### src/rtl/pgm_pkg.sv
package pgm_pkg;
    localparam int IDX_W      = 7;
    localparam int DEST_SPAN  = 64;
    localparam int AGGR_BASE  = 64;
    localparam int AGGR_W     = 4;
    localparam int SRC_BASE   = 80;
    localparam int CLASS_W    = 3;

    localparam logic [IDX_W-1:0] IDX_DROP   = 7'd57;
    localparam logic [IDX_W-1:0] IDX_CPU    = 7'd58;
    localparam logic [IDX_W-1:0] IDX_FL_UC  = 7'd59;
    localparam logic [IDX_W-1:0] IDX_FL_MC  = 7'd60;
    localparam logic [IDX_W-1:0] IDX_FL_V4  = 7'd61;
    localparam logic [IDX_W-1:0] IDX_FL_V6  = 7'd62;
    localparam logic [IDX_W-1:0] IDX_FL_BC  = 7'd63;

    typedef enum logic [CLASS_W-1:0] {
        FC_UCAST  = 3'd0,
        FC_MCAST  = 3'd1,
        FC_IPV4MC = 3'd2,
        FC_IPV6MC = 3'd3,
        FC_BCAST  = 3'd4
    } frame_class_t;

    typedef enum logic {
        RS_IDLE = 1'b0,
        RS_EMIT = 1'b1
    } res_state_t;
endpackage

### src/rtl/pgm_index.sv
module pgm_index
    import pgm_pkg::*;
#(
    parameter int NUM_PORTS = 11,
    parameter int PORT_W    = 4
) (
    input  logic               lk_hit,
    input  logic [IDX_W-1:0]   lk_dest,
    input  logic [CLASS_W-1:0] lk_class,
    input  logic [AGGR_W-1:0]  lk_aggr,
    input  logic [PORT_W-1:0]  lk_port,
    output logic [IDX_W-1:0]   dest_idx,
    output logic [IDX_W-1:0]   aggr_idx,
    output logic [IDX_W-1:0]   src_idx,
    output logic               kill
);
    logic [IDX_W-1:0] flood_idx;
    logic             bad_dest;
    logic             bad_port;

    // Unknown destination: flood entry by frame class, drop entry otherwise.
    always_comb begin
        case (frame_class_t'(lk_class))
            FC_UCAST:  flood_idx = IDX_FL_UC;
            FC_MCAST:  flood_idx = IDX_FL_MC;
            FC_IPV4MC: flood_idx = IDX_FL_V4;
            FC_IPV6MC: flood_idx = IDX_FL_V6;
            FC_BCAST:  flood_idx = IDX_FL_BC;
            default:   flood_idx = IDX_DROP;
        endcase
    end

    assign bad_dest = lk_hit && (lk_dest >= IDX_W'(DEST_SPAN));
    assign bad_port = (int'(lk_port) >= NUM_PORTS);
    assign kill     = bad_dest || bad_port;

    assign dest_idx = lk_hit ? lk_dest : flood_idx;
    assign aggr_idx = IDX_W'(AGGR_BASE) + IDX_W'(lk_aggr);
    assign src_idx  = IDX_W'(SRC_BASE) + IDX_W'(lk_port);
endmodule

### src/rtl/pgm_table.sv
module pgm_table
    import pgm_pkg::*;
#(
    parameter int NUM_ENTRIES = 91,
    parameter int MASK_W      = 12,
    parameter int NUM_RD      = 4
) (
    input  logic                           clk,
    input  logic                           rst_n,
    input  logic                           wr_en,
    input  logic [IDX_W-1:0]               wr_addr,
    input  logic [MASK_W-1:0]              wr_data,
    input  logic [NUM_RD-1:0][IDX_W-1:0]   rd_addr,
    output logic [NUM_RD-1:0][MASK_W-1:0]  rd_data
);
    logic [MASK_W-1:0] mem [NUM_ENTRIES];

    // One register per entry; an address beyond the table matches none.
    for (genvar e = 0; e < NUM_ENTRIES; e++) begin : g_entry
        always_ff @(posedge clk or negedge rst_n) begin
            if (!rst_n) begin
                mem[e] <= '0;
            end else if (wr_en && (wr_addr == IDX_W'(e))) begin
                mem[e] <= wr_data;
            end
        end
    end

    // Parallel combinational read ports; beyond the table reads as zero.
    for (genvar r = 0; r < NUM_RD; r++) begin : g_rd
        always_comb begin
            if (rd_addr[r] < IDX_W'(NUM_ENTRIES)) begin
                rd_data[r] = mem[rd_addr[r]];
            end else begin
                rd_data[r] = '0;
            end
        end
    end
endmodule

### src/rtl/pgm_result.sv
module pgm_result
    import pgm_pkg::*;
#(
    parameter int MASK_W = 12
) (
    input  logic              clk,
    input  logic              rst_n,
    input  logic              req,
    input  logic              kill,
    input  logic [MASK_W-1:0] dest_mask,
    input  logic [MASK_W-1:0] aggr_mask,
    input  logic [MASK_W-1:0] src_mask,
    output logic              res_valid,
    output logic [MASK_W-1:0] res_mask,
    output logic              res_drop
);
    res_state_t        state_q;
    res_state_t        state_d;
    logic [MASK_W-1:0] combined;

    assign combined = kill ? '0 : (dest_mask & aggr_mask & src_mask);

    always_comb begin
        state_d = state_q;
        unique case (state_q)
            RS_IDLE: if (req)  state_d = RS_EMIT;
            RS_EMIT: if (!req) state_d = RS_IDLE;
            default:           state_d = RS_IDLE;
        endcase
    end

    // State register.
    always_ff @(posedge clk or negedge rst_n) begin
        if (!rst_n) state_q <= RS_IDLE;
        else        state_q <= state_d;
    end

    // Output registers.
    always_ff @(posedge clk or negedge rst_n) begin
        if (!rst_n) begin
            res_mask <= '0;
            res_drop <= 1'b0;
        end else if (req) begin
            res_mask <= combined;
            res_drop <= (combined == '0);
        end else begin
            res_mask <= '0;
            res_drop <= 1'b0;
        end
    end

    assign res_valid = (state_q == RS_EMIT);
endmodule

### src/rtl/pgmask_resolver.sv
module pgmask_resolver
    import pgm_pkg::*;
#(
    parameter int NUM_PORTS = 11,
    localparam int MASK_W   = NUM_PORTS + 1,
    localparam int PORT_W   = (NUM_PORTS > 1) ? $clog2(NUM_PORTS) : 1
) (
    input  logic               clk,
    input  logic               rst_n,
    input  logic               cfg_we,
    input  logic [6:0]         cfg_waddr,
    input  logic [MASK_W-1:0]  cfg_wdata,
    input  logic [6:0]         cfg_raddr,
    output logic [MASK_W-1:0]  cfg_rdata,
    input  logic               lk_valid,
    input  logic [PORT_W-1:0]  lk_port,
    input  logic               lk_hit,
    input  logic [6:0]         lk_dest,
    input  logic [2:0]         lk_class,
    input  logic [3:0]         lk_aggr,
    output logic               res_valid,
    output logic [MASK_W-1:0]  res_mask,
    output logic               res_drop
);
    localparam int NUM_ENTRIES = SRC_BASE + NUM_PORTS;
    localparam int RD_DEST = 0;
    localparam int RD_AGGR = 1;
    localparam int RD_SRC  = 2;
    localparam int RD_CFG  = 3;
    localparam int NUM_RD  = 4;

    logic [IDX_W-1:0]              dest_idx;
    logic [IDX_W-1:0]              aggr_idx;
    logic [IDX_W-1:0]              src_idx;
    logic                          kill;
    logic [NUM_RD-1:0][IDX_W-1:0]  rd_addr;
    logic [NUM_RD-1:0][MASK_W-1:0] rd_data;

    pgm_index #(.NUM_PORTS(NUM_PORTS), .PORT_W(PORT_W)) u_index (
        .lk_hit   (lk_hit),
        .lk_dest  (lk_dest),
        .lk_class (lk_class),
        .lk_aggr  (lk_aggr),
        .lk_port  (lk_port),
        .dest_idx (dest_idx),
        .aggr_idx (aggr_idx),
        .src_idx  (src_idx),
        .kill     (kill)
    );

    always_comb begin
        rd_addr          = '0;
        rd_addr[RD_DEST] = dest_idx;
        rd_addr[RD_AGGR] = aggr_idx;
        rd_addr[RD_SRC]  = src_idx;
        rd_addr[RD_CFG]  = cfg_raddr;
    end

    pgm_table #(.NUM_ENTRIES(NUM_ENTRIES), .MASK_W(MASK_W), .NUM_RD(NUM_RD)) u_table (
        .clk     (clk),
        .rst_n   (rst_n),
        .wr_en   (cfg_we),
        .wr_addr (cfg_waddr),
        .wr_data (cfg_wdata),
        .rd_addr (rd_addr),
        .rd_data (rd_data)
    );

    assign cfg_rdata = rd_data[RD_CFG];

    pgm_result #(.MASK_W(MASK_W)) u_result (
        .clk       (clk),
        .rst_n     (rst_n),
        .req       (lk_valid),
        .kill      (kill),
        .dest_mask (rd_data[RD_DEST]),
        .aggr_mask (rd_data[RD_AGGR]),
        .src_mask  (rd_data[RD_SRC]),
        .res_valid (res_valid),
        .res_mask  (res_mask),
        .res_drop  (res_drop)
    );
endmodule

### config.mk
export PLATFORM = sky130hd
export DESIGN_NAME = pgmask_resolver
export DESIGN_NICKNAME = d
export VERILOG_FILES = /design/src/rtl/pgm_pkg.sv /design/src/rtl/pgm_index.sv /design/src/rtl/pgm_table.sv /design/src/rtl/pgm_result.sv /design/src/rtl/pgmask_resolver.sv
export SDC_FILE = /design/constraint.sdc
export NUM_CORES = 2
export LEC_CHECK = 0
export CORE_ASPECT_RATIO = 0.5
export CORE_UTILIZATION = 40
export CTS_BUF_LIST = sky130_fd_sc_hd__clkbuf_2 sky130_fd_sc_hd__clkbuf_4 sky130_fd_sc_hd__clkbuf_8
export DETAILED_ROUTE_END_ITERATION = 6
export DONT_BUFFER_PORTS = 1
export PLACE_DENSITY_LB_ADDON = 0.08
export SLEW_MARGIN = 30
export SYNTH_ARGS = -nofsm -noshare
export SYNTH_HDL_FRONTEND = slang
export SYNTH_SLANG_ARGS = --single-unit
export TNS_END_PERCENT = 30
### constraint.sdc
create_clock -name clk -period 6 [get_ports clk]
set_input_delay 1.5 -clock clk [delete_from_list [all_inputs] [get_ports clk]]
set_output_delay 1.5 -clock clk [all_outputs]
set_load 0.1 [all_outputs]
Word-level counts from Yosys, hierarchy flattened
Cells that the tools add are included.

$add $sub $neg: 2. Magnitude comparators: 10. Equal/unequal tests: 94. Mux-type cells: 22. Bitwise logic cells: 6. Reductions and logical operators: 96.

Operators with widths (number): binary-select mux 12 bit (select 7 bit) (4); == test 7 x 6 -> 1 bit (second input constant) (32); == test 7 bit (second input constant) (27); 2-to-1 mux 12 bit (14); == test 7 x 5 -> 1 bit (second input constant) (16); logical AND 1 bit (92); == test 7 x 4 -> 1 bit (second input constant) (8); >= comparator 8 bit (second input constant) (4); NOT 7 -> 8 bit (4); == test 7 x 3 -> 1 bit (second input constant) (4); < comparator 7 bit (second input constant) (4); bitwise AND 12 bit (2); one-hot mux 3 bit (5 select lines) (1); adder 7 x 4 -> 7 bit (first input constant) (2); == test 7 x 2 -> 1 bit (second input constant) (2); logical NOT 12 bit (1); == test 7 x 1 -> 1 bit (second input constant) (1); >= comparator 7 bit (second input constant) (1); logical NOT 7 bit (1); 2-to-1 mux 7 bit (1); == test 3 x 2 -> 1 bit (second input constant) (2); >= comparator 4 bit (second input constant) (1); == test 3 x 1 -> 1 bit (second input constant) (1); == test 3 bit (second input constant) (1); 3 further kinds (4).

Flip-flop bits (word level): 1106. Bits of input ports: 49.

Depth between registers and ports, before layout
Depth after elaboration: 13. Depth in mapped cells: 16. Depth with buffers taken out: 10.

Hierarchy
From an unflattened synthesis, not the netlist that was laid out.

Cell total of the unflattened synthesis: 5467. Area, all modules: 77994.8 um^2.

By module, submodules not included: pgm_table (instances 1, cells an instance 5387, area an instance 77240.3 um^2, seq. area each 27326.2 um^2); pgm_result (instances 1, cells an instance 46, area an instance 529.3 um^2, seq. area each 350.3 um^2); pgm_index (instances 1, cells an instance 34, area an instance 225.2 um^2, seq. area each 0.0 um^2).

Worst setup path before layout
Ideal clock, no wire load.

Path kind: in2out. Start: in cfg_raddr[0]. End: out cfg_rdata[11]. Arrival time: 5.645 ns. Setup slack: -1.145 ns. Stages: 13. Buffers on the path: 6. Path through: buf_2 > buf_2 > buf_4 > buf_4 > buf_2 > nor2b_1 > clkbuf_1 > nand2_1 > o211ai_1 > o21ai_0 > o221ai_1 > o21ai_0 > o21ai_0.

Longest elaborated chain between the ends: 5.

Ends and longest elaborated chain: start: declaration (RTL line pgmask_resolver.sv:13) `input logic [6:0] cfg_raddr,`; NOT 7 -> 8 bit (implied by the code) (RTL line pgm_table.sv:33) `rd_data[r] = mem[rd_addr[r]];`; binary-select mux 12 bit (select 7 bit) (RTL line pgm_table.sv:33); 2-to-1 mux 12 bit (implied by the code) (2 in series) (RTL line pgm_table.sv:33); 2-to-1 mux 12 bit (*) (RTL line pgm_table.sv:32) `if (rd_addr[r] < IDX_W'(NUM_ENTRIES)) begin`; end: declaration (RTL line pgmask_resolver.sv:14) `output logic [MASK_W-1:0] cfg_rdata,`.

Mark *: on every way between the ends. The rest lies on a longest branch, timed or not. The select of a mux whose other input is x is not followed.

Worst setup path in the final report
Start: in cfg_raddr[1]. End: out cfg_rdata[0].

Same word-level chain as after synthesis.

==> out/metrics.yaml <==
status: "complete, but fails checks"
violations: "negative setup slack"
skew_ns: 0.0513
fin_crit_ns: 6.16
final_util_pct: 44.7
grt_pass1_vias: 44458
antenna_found_initial: 16
ios: 75
path_clk_slew_ns: 0.07
area_growth_pct: 10.7
drc: 0
p_leak_nw: 30.3
num-fill-cells: 13866
ys_seq_area_share_pct: 45.2
holdBufCountCts: 0
ys_types: 82
worst_hold_path_type: "input port to asynchronous set/reset pin"
switching_share_pct: 28.1
finalWirelength_um: 249000
first_pass_iters: 6
switching_power_w: 0.00519
cts_tree: "built"
gp_congestion: 1.03
drtIter0Drc: 4865
htree_levels: 4
port_buffers: 0
rsz0062_at_grt: "false"
wl_per_cell_um: 36.9
ys_warn_count: 0
p_per_area_mw_per_mm2: 272
reg2reg_setup_slack_ns: 2.27
p_int_w: 0.0133
seqPwrFrac_pct: 46.5
numCtsBuffers: 184
synthArstFlopShare_pct: 100
stdcell_count: 6746
nNetsFinal: 4605
path_max_fanout: 278
syn-num-nets: 4684
hold_viol_final: 0
rows: 101
fin_crit_sh_pct: 103
die-height_um: 279
avgViaCountPerCell: 6.56
reg2reg_depth: 11
worstPathArrival_ns: 4.66
grt-ovfl-total: 0
synthFlopType: "dfrtp_1"
core_mm2: 0.152
r2r-start: "u_table.mem[65]"
die-area_mm2: 0.155
max_slew_margin_pct: 1.30
critical_path_class: "input port to primary output"
final_cell_mix: "1104 x dfrtp_1, 1097 x mux2_2, 443 x mux4_2, 375 x nand2_1, 239 x clkbuf_8"
place_hpwl_um: 158000
fp.dieW_um: 556
clock_latency_ns: 0.92
start_util_pct: 40.4
cts_buffer_depth: 4
cts_resized: 0
fmax_mhz: 162
netlist_area_mm2: 0.0613
ant_nets: 0
cp-start-kind: "input port"
timing.rr.end: "u_result.res_drop"
final_common_cell: "dfrtp_1"
layout-drive-gt1-share_pct: 46.1
avgSynthCellArea_um2: 13.2
fin_hold_ws_ns: 0.293
clkPwrFrac_pct: 38.8
cts_root_buffer: "clkbuf_8"
vdd_drop_max_mv: 0.150
vias: 44271
dp_slack_ns: 0.592
track_usage_pct: 32.2
cts_setup_buffers: 0
end_kind: "primary output"
yosys_register_bits: 1106
drv_cap: 0
tightest_slew_ns: 1.48
grt_max_degree: 279
required_ns: 4.50
setup_viol: 10
comb_power_share_pct: 14.7
placed_cells: 6430
grt_pass1_wl_um: 352000
setup_ws_ns: -0.158
syn_inst: 4635
cts.sinks: 1106
slew_viol_final: 0
synth-edff-count: 0
## power by group through the flow
stage | Clock [W] | Combinational [W] | Sequential (W)
floorplan | 0 | 0.00200 | 0.00851
global placement | 0 | 0.00262 | 0.00867
detailed placement | 0 | 0.00268 | 0.00869
CTS | 0.00731 | 0.00269 | 0.00856
global route | 0.00765 | 0.00285 | 0.00865
finish | 0.00717 | 0.00272 | 0.00858
## flip-flops by register name (all words and copies together), names as in the netlist
register            count
u_result.res_drop       1
u_result.res_mask      12
u_table.mem          1092
u_result.res_valid      1
## through the flow
| step | power [W] | TNS [ns] | cell area, um^2 |
|---|---|---|---|
| floorplan | 0.0105 | -2.93 | 61300 |
| global placement | 0.0113 | 0 | 63700 |
| CTS | 0.0186 | 0 | 67800 |
| detailed placement | 0.0114 | 0 | 64000 |
| global route | 0.0191 | 0 | 67800 |
| finish | 0.0185 | -1.09 | 67900 |
## worst max-delay path, cell delays in order
cell and delay [ns]:
mux4_2 0.66, mux4_2 0.64, mux4_2 0.62, nand2b_1 0.13
o21ai_2 0.11, buf_4 0.26
## area by class of cell
class | count | area [um^2] | share of cell area [%]
flip-flops and latches | 1106 | 27700 | 40.8
clock buffers | 283 | 3620 | 5.33
inverters | 23 | 86.3 | 0.127
repair buffers | 220 | 2050 | 3.02
multi-input cells | 3021 | 31700 | 46.7
diodes | 10 | 25.0 | 0.0369
clock inverters | 23 | 166 | 0.245
well taps | 2060 | 2580 | 3.80
## logic make-up (layout without fill, tap and decap cells)
kind of cell / after synthesis / after routing / synth area share (%)
multiplexers: 1719 / 1719 / 39.4
flip-flops: 1106 / 1106 / 45.2
AND/OR/NAND/NOR: 776 / 776 / 5.82
AO/OA/AOI/OAI: 525 / 525 / 5.94
buffers and inverters: 508 / 549 / 3.72
XOR/XNOR: 1 / 1 / 0.0143
other: 0 / 10 / 0
## cells in the mapped netlist, types with 19 or more instances
library cell | count | area share, %
dfrtp_1 | 1106 | 45
mux2_2 | 1097 | 20
mux4_2 | 443 | 16
nand2_1 | 398 | 2.4
clkbuf_1 | 291 | 1.8
mux2i_1 | 178 | 2.9
nand3_1 | 124 | 1.0
a21oi_1 | 112 | 0.91
buf_2 | 107 | 0.87
o21ai_0 | 85 | 0.69
nor2_1 | 77 | 0.47
a221oi_1 | 56 | 0.80
o22ai_1 | 46 | 0.47
buf_1 | 39 | 0.24
a31oi_1 | 34 | 0.35
o221ai_1 | 34 | 0.49
buf_4 | 33 | 0.40
nor3_1 | 32 | 0.26
a211oi_1 | 28 | 0.34
nand2b_1 | 27 | 0.28
and3_1 | 24 | 0.24
inv_1 | 23 | 0.14
o211ai_1 | 19 | 0.23
## how the worst max path moves through the flow
stage	start	endpoint
CTS	cfg_raddr[0]	cfg_rdata[11]
global placement	lk_class[2]	u_result.res_drop
detailed placement	lk_class[1]	u_result.res_drop
finish	cfg_raddr[1]	cfg_rdata[0]
floorplan	cfg_raddr[0]	cfg_rdata[2]
global route	cfg_raddr[0]	cfg_rdata[11]
## metal layers
layer	vias to the layer above	global-route usage [%]	wire length [um]
met5	-	0.926	245
met4	8	11.1	9240
met3	506	11.5	26900
met2	2261	46.5	106000
met1	23994	44.6	106000
li1	17502	-	-
Power figures use the tool's default switching activity.
